$ cat config.mk
export PLATFORM = sky130hd
export DESIGN_NAME = shift_unit
export DESIGN_NICKNAME = d
export VERILOG_FILES = /design/src/rtl/shift_unit.sv
export SDC_FILE = /design/constraint.sdc
export NUM_CORES = 1
export LEC_CHECK = 0
export ABC_AREA = 1
export BUFFER_PORTS_ARGS = -buffer_cell sky130_fd_sc_hd__buf_2
export CELL_PAD_IN_SITES_DETAIL_PLACEMENT = 0
export CELL_PAD_IN_SITES_GLOBAL_PLACEMENT = 1
export CORE_MARGIN = 3
export CORE_UTILIZATION = 34
export DETAILED_ROUTE_END_ITERATION = 6
export PLACE_DENSITY_LB_ADDON = 0.15
export SLEW_MARGIN = 5
export SYNTH_ARGS = -nofsm -noshare
export SYNTH_HDL_FRONTEND = slang
export SYNTH_SLANG_ARGS = --single-unit
$ cat constraint.sdc
create_clock -name clk -period 1.8 [get_ports clk]
set_clock_uncertainty 0.15 [all_clocks]
set_input_delay 0.09 -clock clk [delete_from_list [all_inputs] [get_ports clk]]
set_output_delay 0.09 -clock clk [all_outputs]
set_load 0.02 [all_outputs]
$ cat src/rtl/shift_unit.sv
module shift_unit #(
  parameter int W  = 16,
  parameter int CW = 6
) (
  input  logic         clk,
  input  logic         rst_n,
  input  logic         start,
  input  logic [W-1:0] instr,
  input  logic [W-1:0] a_in,
  input  logic [W-1:0] b_in,
  input  logic         c_in,
  output logic [W-1:0] a_out,
  output logic [W-1:0] b_out,
  output logic         c_out,
  output logic         done,
  output logic         busy
);
  localparam int FW = W - CW;
  localparam int NW = CW + 1;
  localparam logic [FW-5:0] FAMILY = (FW-4)'(16);
  localparam logic [1:0] K_LOG = 2'd0, K_ARI = 2'd1, K_ROT = 2'd2;

  logic [FW-1:0] func;
  logic          legal;
  logic [NW-1:0] amount;

  assign func   = instr[W-1:CW];
  assign legal  = (func[FW-1:4] == FAMILY) && (func[1:0] != 2'b11);
  assign amount = NW'(2 ** CW) - NW'(instr[CW-1:0]);

  logic [W-1:0]  a_q, b_q, a_n, b_n;
  logic          c_q, c_n;
  logic [NW-1:0] rem_q;
  logic          left_q, single_q;
  logic [1:0]    kind_q;
  logic          fill;

  always_comb begin
    a_n = a_q;
    b_n = b_q;
    c_n = c_q;
    if (left_q) begin
      fill = (kind_q == K_ROT) ? a_q[W-1] : 1'b0;
      if (single_q) a_n = {a_q[W-2:0], fill};
      else          {a_n, b_n} = {a_q[W-2:0], b_q, fill};
      if (kind_q == K_ARI)      c_n = c_q | (a_q[W-1] ^ a_q[W-2]);
      else if (kind_q == K_LOG) c_n = a_q[W-1];
    end else begin
      if (kind_q == K_ARI)      fill = a_q[W-1];
      else if (kind_q == K_ROT) fill = single_q ? a_q[0] : b_q[0];
      else                      fill = 1'b0;
      if (single_q) a_n = {fill, a_q[W-1:1]};
      else          {a_n, b_n} = {fill, a_q, b_q[W-1:1]};
      if (kind_q != K_ROT) c_n = single_q ? a_q[0] : b_q[0];
    end
  end

  always_ff @(posedge clk) begin
    if (!rst_n) begin
      a_q      <= '0;
      b_q      <= '0;
      c_q      <= 1'b0;
      rem_q    <= '0;
      left_q   <= 1'b0;
      single_q <= 1'b0;
      kind_q   <= K_LOG;
      busy     <= 1'b0;
      done     <= 1'b0;
    end else begin
      done <= 1'b0;
      if (busy) begin
        a_q   <= a_n;
        b_q   <= b_n;
        c_q   <= c_n;
        rem_q <= rem_q - 1'b1;
        if (rem_q == NW'(1)) begin
          busy <= 1'b0;
          done <= 1'b1;
        end
      end else if (start) begin
        a_q      <= a_in;
        b_q      <= b_in;
        left_q   <= func[3];
        single_q <= func[2];
        kind_q   <= func[1:0];
        rem_q    <= amount;
        if (legal) begin
          busy <= 1'b1;
          c_q  <= (func[3] && func[1:0] == K_ARI) ? 1'b0 : c_in;
        end else begin
          c_q  <= c_in;
          done <= 1'b1;
        end
      end
    end
  end

  assign a_out = a_q;
  assign b_out = b_q;
  assign c_out = c_q;

  a_r3_done_pulse: assert property (@(posedge clk) disable iff (!rst_n)
    done |=> !done);
  a_r3_no_overlap: assert property (@(posedge clk) disable iff (!rst_n)
    !(done && busy));
  a_r4_start_ignored: assert property (@(posedge clk) disable iff (!rst_n)
    (busy && start) |=> (left_q == $past(left_q) && kind_q == $past(kind_q)
                         && rem_q == $past(rem_q) - 1'b1));
  a_r5_zero_fill: assert property (@(posedge clk) disable iff (!rst_n)
    (busy && !left_q && kind_q == K_LOG) |=> !a_q[W-1]);
  a_r6_sign_kept: assert property (@(posedge clk) disable iff (!rst_n)
    (busy && !left_q && kind_q == K_ARI) |=> a_q[W-1] == $past(a_q[W-1]));
  a_r7_carry_sticky: assert property (@(posedge clk) disable iff (!rst_n)
    (busy && left_q && kind_q == K_ARI && c_q) |=> c_q);
  a_r8_rot_carry: assert property (@(posedge clk) disable iff (!rst_n)
    (busy && kind_q == K_ROT) |=> $stable(c_q));
  a_r9_single_b: assert property (@(posedge clk) disable iff (!rst_n)
    (busy && single_q) |=> $stable(b_q));
  a_r10_illegal: assert property (@(posedge clk) disable iff (!rst_n)
    (start && !busy && !legal) |=> (done && a_q == $past(a_in) && b_q == $past(b_in)));
endmodule

==> results.md, run 1 <==
* Outcome: finished clean
* Yosys top cell by area: dfxtp_1
* Grt total ovfl at 0
* Vias in the first global route at 2758
* CTS max path bufs at 2
* DRC at 0
* Crit Path Class: register to register
* GRT Total Usage at 0.184
* Initial cell density of the core at 0.360
* Sequential group share of total power at 0.473
* Vias per cell at between 4 and 5
* Setup bufs post-CTS at 0
* Synthesized area at 0.00251 sq mm
* Worst rel slew slack at 0.694
* Post-place setup slack at 199 ps
* Post-Synthesis Cells at 359
* Placer congestion estimate at 0.864
* Clock slew at reported path FFs at 90 ps
* Worst Min Path Start: c_in
* Register area share after synthesis at 0.367
* Synth area leaders: dfxtp_1 (37%), o21ai_0 (13%), nand2_1 (9.6%), a21oi_1 (7.4%), inv_1 (5.7%)
* ANT nets after route at 0
* Die ar. at 0.00845 sq mm
* Tcrit/Tclk final at 0.907
* Max-Cap Viols at 0
* Worst skew pair latency at 300 ps
* RSZ-0062 raised after global routing: no
* CTS root buf: clkbuf_8
* Core area at 0.00698 sq mm
* Hold Path Class: input pin to register
* Max-slew violations at 0
* Worst R2R Setup Slack at 170 ps
* Antenna violations before repair at 0
* Max FO, Critical Path at 22
* Most frequent cells in the layout: buf_2 (86), o21ai_0 (65), nand2_1 (64)
* Yosys warning count at 0
* Die Y at 91.9 um
* WHS Endpoint: c_out
* DRT iter0 DRCs at slightly above 90
* Worst Path Required at between 1500 and 2000 ps
* Commonest non-fill, non-tap cell in the layout: buf_2
* Reg-to-reg endpoint: b_out[13]
* Synth cell types at 30
* Wire per inst at 13.5 um
* CTS sink count at 46
* DR pass1 iterations at 4
* Top cell type's share of synthesized area at 0.367
* Die W at 91.9 um
* Post-Route WL at between 7 and 8 mm
* Layout cell share with drive strength beyond 1 at 0.233
* H-tree levels at 2
* Seq cells post-synth at 46
* Port bufs at 86
* Standard-cell row count at 30
* Gate power share at 0.206
* Leakage power at between 1.5 and 2 nW
* Dpl hpwl at 5.36 mm
* Largest net degree at the start of global routing at 32
* Syn Nets at 414
* Min Tclk post-route at 1630 ps
* Max Freq at between 600 and 700 MHz
* P&R area growth vs syn at 40.0%
* CTS tree: built
* Switching Fraction at 0.294
* Psw at 720 uW
* Fin nets at 534
* VDD IR max at 0.283 mV
* Int Power at 1.73 mW
* Setup Viol. Count Final at 0
* Post-CTS sizing at 0
* Reg2reg path depth at 5
* PnR worst setup slack at ~170 ps
* Final hold violations at 0
* I/O pin total at 87
* Vias at 2876
* Nature of the critical path endpoint: register
* Worst path arrival time at 1720 ps
* Clk pwr share at 0.321
* Worst Tran Pin Value at 459 ps
* Post-CTS Hold Fix Bufs at 38
* Setup TNS at 0 ps
* Reg2reg start: busy
* Power density over the cells at 698 mW/mm^2
* CP Launch Type: register
* Min-Delay Path Depth at 5
* Number of diodes at 0
* Global-route wire length before repair at 12.8 mm
* CTS buffer count at 5
* Syn_area_per_cell at 6.99 sq um
through the flow:
step	utilization	power (mW)	cells	hold slack [ps]	instance area, sq um
detailed placement	0.433	1.62	530	217	3020
global placement	0.433	1.62	530	216	3020
global route	0.503	2.59	576	40.0	3510
CTS	0.503	2.47	576	6.65	3510
finish	0.503	2.45	576	8.31	3510
floorplan	-	1.45	359	99.7	2510
critical path, stage by stage (launching register included):
cell and delay [ps]:
dfxtp_1 460, buf_4 190, nand2_4 100, inv_2 350, a221oi_1 170, a21oi_1 150
power by group through the flow:
| stage | logic (mW) | clock network [mW] | registers (mW) |
|---|---|---|---|
| global route | 0.566 | 0.857 | 1.17 |
| CTS | 0.507 | 0.807 | 1.16 |
| finish | 0.506 | 0.787 | 1.16 |
| floorplan | 0.210 | 0 | 1.24 |
| global placement | 0.439 | 0 | 1.18 |
| detailed placement | 0.443 | 0 | 1.18 |
sequential cells by signal, summed over array words and instances, names as in the netlist:
signal,count
done,1
kind_q,2
c_out,1
busy,1
rem_q,7
a_out,16
b_out,16
left_q,1
single_q,1
kinds of logic (layout without fill, tap and decap cells):
kind of cell / Yosys count / count (layout) / synth area share
AOI/OAI and AO/OA: 141 / 141 / 0.320
xor gates and xnor gates: 3 / 3 / 0.0105
adders and majority gates: 3 / 3 / 0.0149
buffers and inverters: 63 / 184 / 0.118
DFF: 46 / 46 / 0.367
and+or+nand+nor: 103 / 103 / 0.170
synthesized netlist by cell type:
| cell | count |
|---|---|
| nand2_4 | 1 |
| nand4_1 | 1 |
| nand3_1 | 11 |
| buf_6 | 6 |
| a21oi_1 | 37 |
| nor2_1 | 21 |
| inv_6 | 1 |
| nor2_2 | 1 |
| buf_2 | 5 |
| o221ai_1 | 1 |
| buf_4 | 1 |
| clkbuf_1 | 8 |
| o211a_1 | 1 |
| a221oi_1 | 12 |
| o21ai_1 | 1 |
| ha_1 | 3 |
| inv_1 | 38 |
| nor2_4 | 1 |
| dfxtp_1 | 46 |
| a41oi_2 | 1 |
| o21ai_0 | 65 |
| o211ai_1 | 1 |
| xor2_1 | 3 |
| nor3_1 | 2 |
| inv_2 | 4 |
| nand3b_1 | 1 |
| o22ai_1 | 3 |
| o21ai_2 | 1 |
| a31oi_1 | 18 |
| nand2_1 | 64 |
worst max-delay path by stage:
stage          from         to  slack [ps]  cells past startpoint
2_1_floorplan  busy  b_out[11]         320                      7
6_report       busy  b_out[13]         170                      5
3_3_place_gp   busy   a_out[9]         210                      5
3_5_place_dp   busy   b_out[0]         200                      6
5_1_grt        busy   b_out[3]          10                      6
4_1_cts        busy   b_out[0]         180                      6
area by class of cell:
type / count / area (sq um)
clock buffer: 6 / 72.6
sequential: 46 / 921
multi-input combinational: 250 / 1290
timing repair buffer: 133 / 903
inverter: 43 / 166
tap: 96 / 120
fill: 709 / 3470
clock inverter: 2 / 37.5
layer usage:
metal	track usage	vias to the layer above	wire length, um
met3	0.0386	8	360
met1	0.238	1315	3740
met5	0	-	0
met4	0.0470	0	95
li1	-	1481	-
met2	0.311	72	3580
Note: power is estimated with default switching activity, not from simulation.
==> run 2, diff against run 1 <==
CORE_UTILIZATION = 36   (was 34)
CTS_BUF_LIST = sky130_fd_sc_hd__clkbuf_8   (was unset)
==> results.md, run 2 (synthesis gave the netlist of run 1 again) <==
* Outcome: finished clean
* Die ar. at 0.00801 sq mm (-5.2%)
* Max Freq at 616 MHz (+0.53%)
* Global-route wire length before repair at 12.2 mm (-5.0%)
* P&R area growth vs syn at 37.1%
* Power density over the cells at 665 mW/mm^2 (-4.6%)
* Worst rel slew slack at 0.681 (-0.0127)
* Standard-cell row count at 29 (-3.3%)
* Clock slew at reported path FFs at 90 ps (about the same)
* Largest net degree at the start of global routing at 32 (unchanged)
* Post-place setup slack at 187 ps (-11.4 ps)
* H-tree levels at 2 (unchanged)
* Switching Fraction at 0.310 (+0.0161)
* VDD IR max at 0.322 mV (+14%)
* DRC at 0 (unchanged)
* Final core utilization at 0.524 (+0.0207)
* Layout cell share with drive strength beyond 1 at 0.234 (+0.000976)
* Final instance area at 0.00344 sq mm (-2.1%)
* Port bufs at 86 (unchanged)
* Worst path arrival time at 1700 ps (-20 ps)
* Placed cells at 527 (-0.57%)
* Dpl hpwl at 5.27 mm (-1.7%)
* CTS max path bufs at 2 (unchanged)
* Fin nets at 532 (-0.37%)
* Worst Path Required at 1870 ps (-20 ps)
* Vias per cell at 5.03 (+0.77%)
* Post-Route WL at 7.70 mm (-0.91%)
* Setup TNS at 0 ps (unchanged)
* Post-CTS sizing at 0 (unchanged)
* Psw at 709 uW (-1.5%)
* Reg2reg start: busy
* GRT Total Usage at 0.192 (+0.00770)
* Number of diodes at 0 (unchanged)
* Min Tclk post-route at 1620 ps (-8.58 ps)
* Worst skew pair latency at 300 ps (about the same)
* CTS root buf: clkbuf_8
* Commonest non-fill, non-tap cell in the layout: buf_2
* ANT nets after route at 0 (unchanged)
* I/O pin total at 87 (unchanged)
* Worst Tran Pin Value at 478 ps (+19.1 ps)
* Setup Viol. Count Final at 0 (unchanged)
* RSZ-0062 raised after global routing: no
* Wire per inst at 13.5 um (about the same)
* CTS tree: built
* Tcrit/Tclk final at 0.902 (-0.00477)
* Die W at 89.5 um (-2.6%)
* Die Y at 89.5 um (-2.6%)
* Post-layout instance count excluding filler cells at 571 (-0.87%)
* CP Launch Type: register
* Max-Cap Viols at 0 (unchanged)
* Crit. Startpoint: busy
* Placed instance area at 0.00300 sq mm (-0.95%)
* PnR worst setup slack at 176 ps (+8.58 ps)
* Placer congestion estimate at 0.807 (-6.6%)
* CTS sink count at 46 (unchanged)
* Vias at 2873 (-0.10%)
* Hold Path Class: input pin to register
* Gate power share at 0.217 (+0.011)
* Core area at 0.00657 sq mm (-5.9%)
* Grt total ovfl at 0 (unchanged)
* Clk pwr share at 0.276 (-0.045)
* Pwr Total at 2.29 mW (-6.6%)
* DRT iter0 DRCs at 113 (+23%)
* Leakage power at 1.58 nW (-1.2%)
* Sequential group share of total power at 0.507 (+0.034)
* Antenna violations before repair at 0 (unchanged)
* Max FO, Critical Path at 22 (unchanged)
* CTS buffer count at 5 (unchanged)
* Most frequent cells in the layout: buf_2 (86), o21ai_0 (65), nand2_1 (64)
* DR pass1 iterations at 4 (unchanged)
* Final hold violations at 0 (unchanged)
* Crit Path Class: register to register
* Int Power at 1.58 mW (-8.7%)
* Nature of the critical path endpoint: register
* Max-slew violations at 0 (unchanged)
* Initial cell density of the core at 0.382 (+0.0227)
* Vias in the first global route at 2635 (-4.5%)
* Worst hold slack at 3.67 ps (-4.63 ps)
* Worst Min Path Start: a_in[12]
## run 2: changes by cell type in the layout (fill, tap and decap cells not counted), sizes merged
cell	delta
bufinv	-1
clkbuf	-1
clkinv	+2
clkinvlp	-1
dlygate4sd3	-2
inv	+1
## run 2: final timing paths
check / end / slack, ps / cells past startpoint
max: a_out[12] / 180 / 5
min: a_out[12] / 4 / 3
max reg2reg: a_out[12] / 180 / 5
min reg2reg: c_out / 340 / 2
## run 2: layout make-up
class / count / area, sq um
Clock buffer: 5 / 68.8
Clock inverter: 3 / 17.5
Fill cell: 690 / 3130
Inverter: 43 / 166
Multi-Input combinational cell: 250 / 1290
Sequential cell: 46 / 921
Tap cell: 93 / 116
Timing Repair Buffer: 131 / 858
## run 2: power by group through the flow
stage                     registers [mW]  logic [mW]  clock network [mW]
after CTS                           1.16       0.499               0.654
after detailed placement            1.18       0.439                   0
after global placement              1.18       0.437                   0
after floorplan                     1.24       0.210                   0
final                               1.16       0.498               0.632
after global routing                1.17       0.560               0.695
## run 2: what timing repair did
action | CTS | global route
hold buffers | 36 | 0
hold endpoints to repair | 36 | 0
setup buffers | 0 | 0
setup endpoints to repair | 0 | 0
## run 2: worst max-delay path, stage by stage, from the launching register on
cell	delay, ps
dfxtp_1	460
buf_4	190
nand2_4	100
inv_2	350
nand2_1	100
a31oi_1	190
## run 2: routing by layer
metal / routed length (um) / vias to the layer above / track usage / share of wire
met5: 0 / - / 0 / 0
met4: 95 / 0 / 0.0501 / 0.012
met3: 327 / 9 / 0.0341 / 0.042
met2: 3530 / 69 / 0.310 / 0.46
met1: 3750 / 1325 / 0.263 / 0.49
li1: - / 1470 / - / -
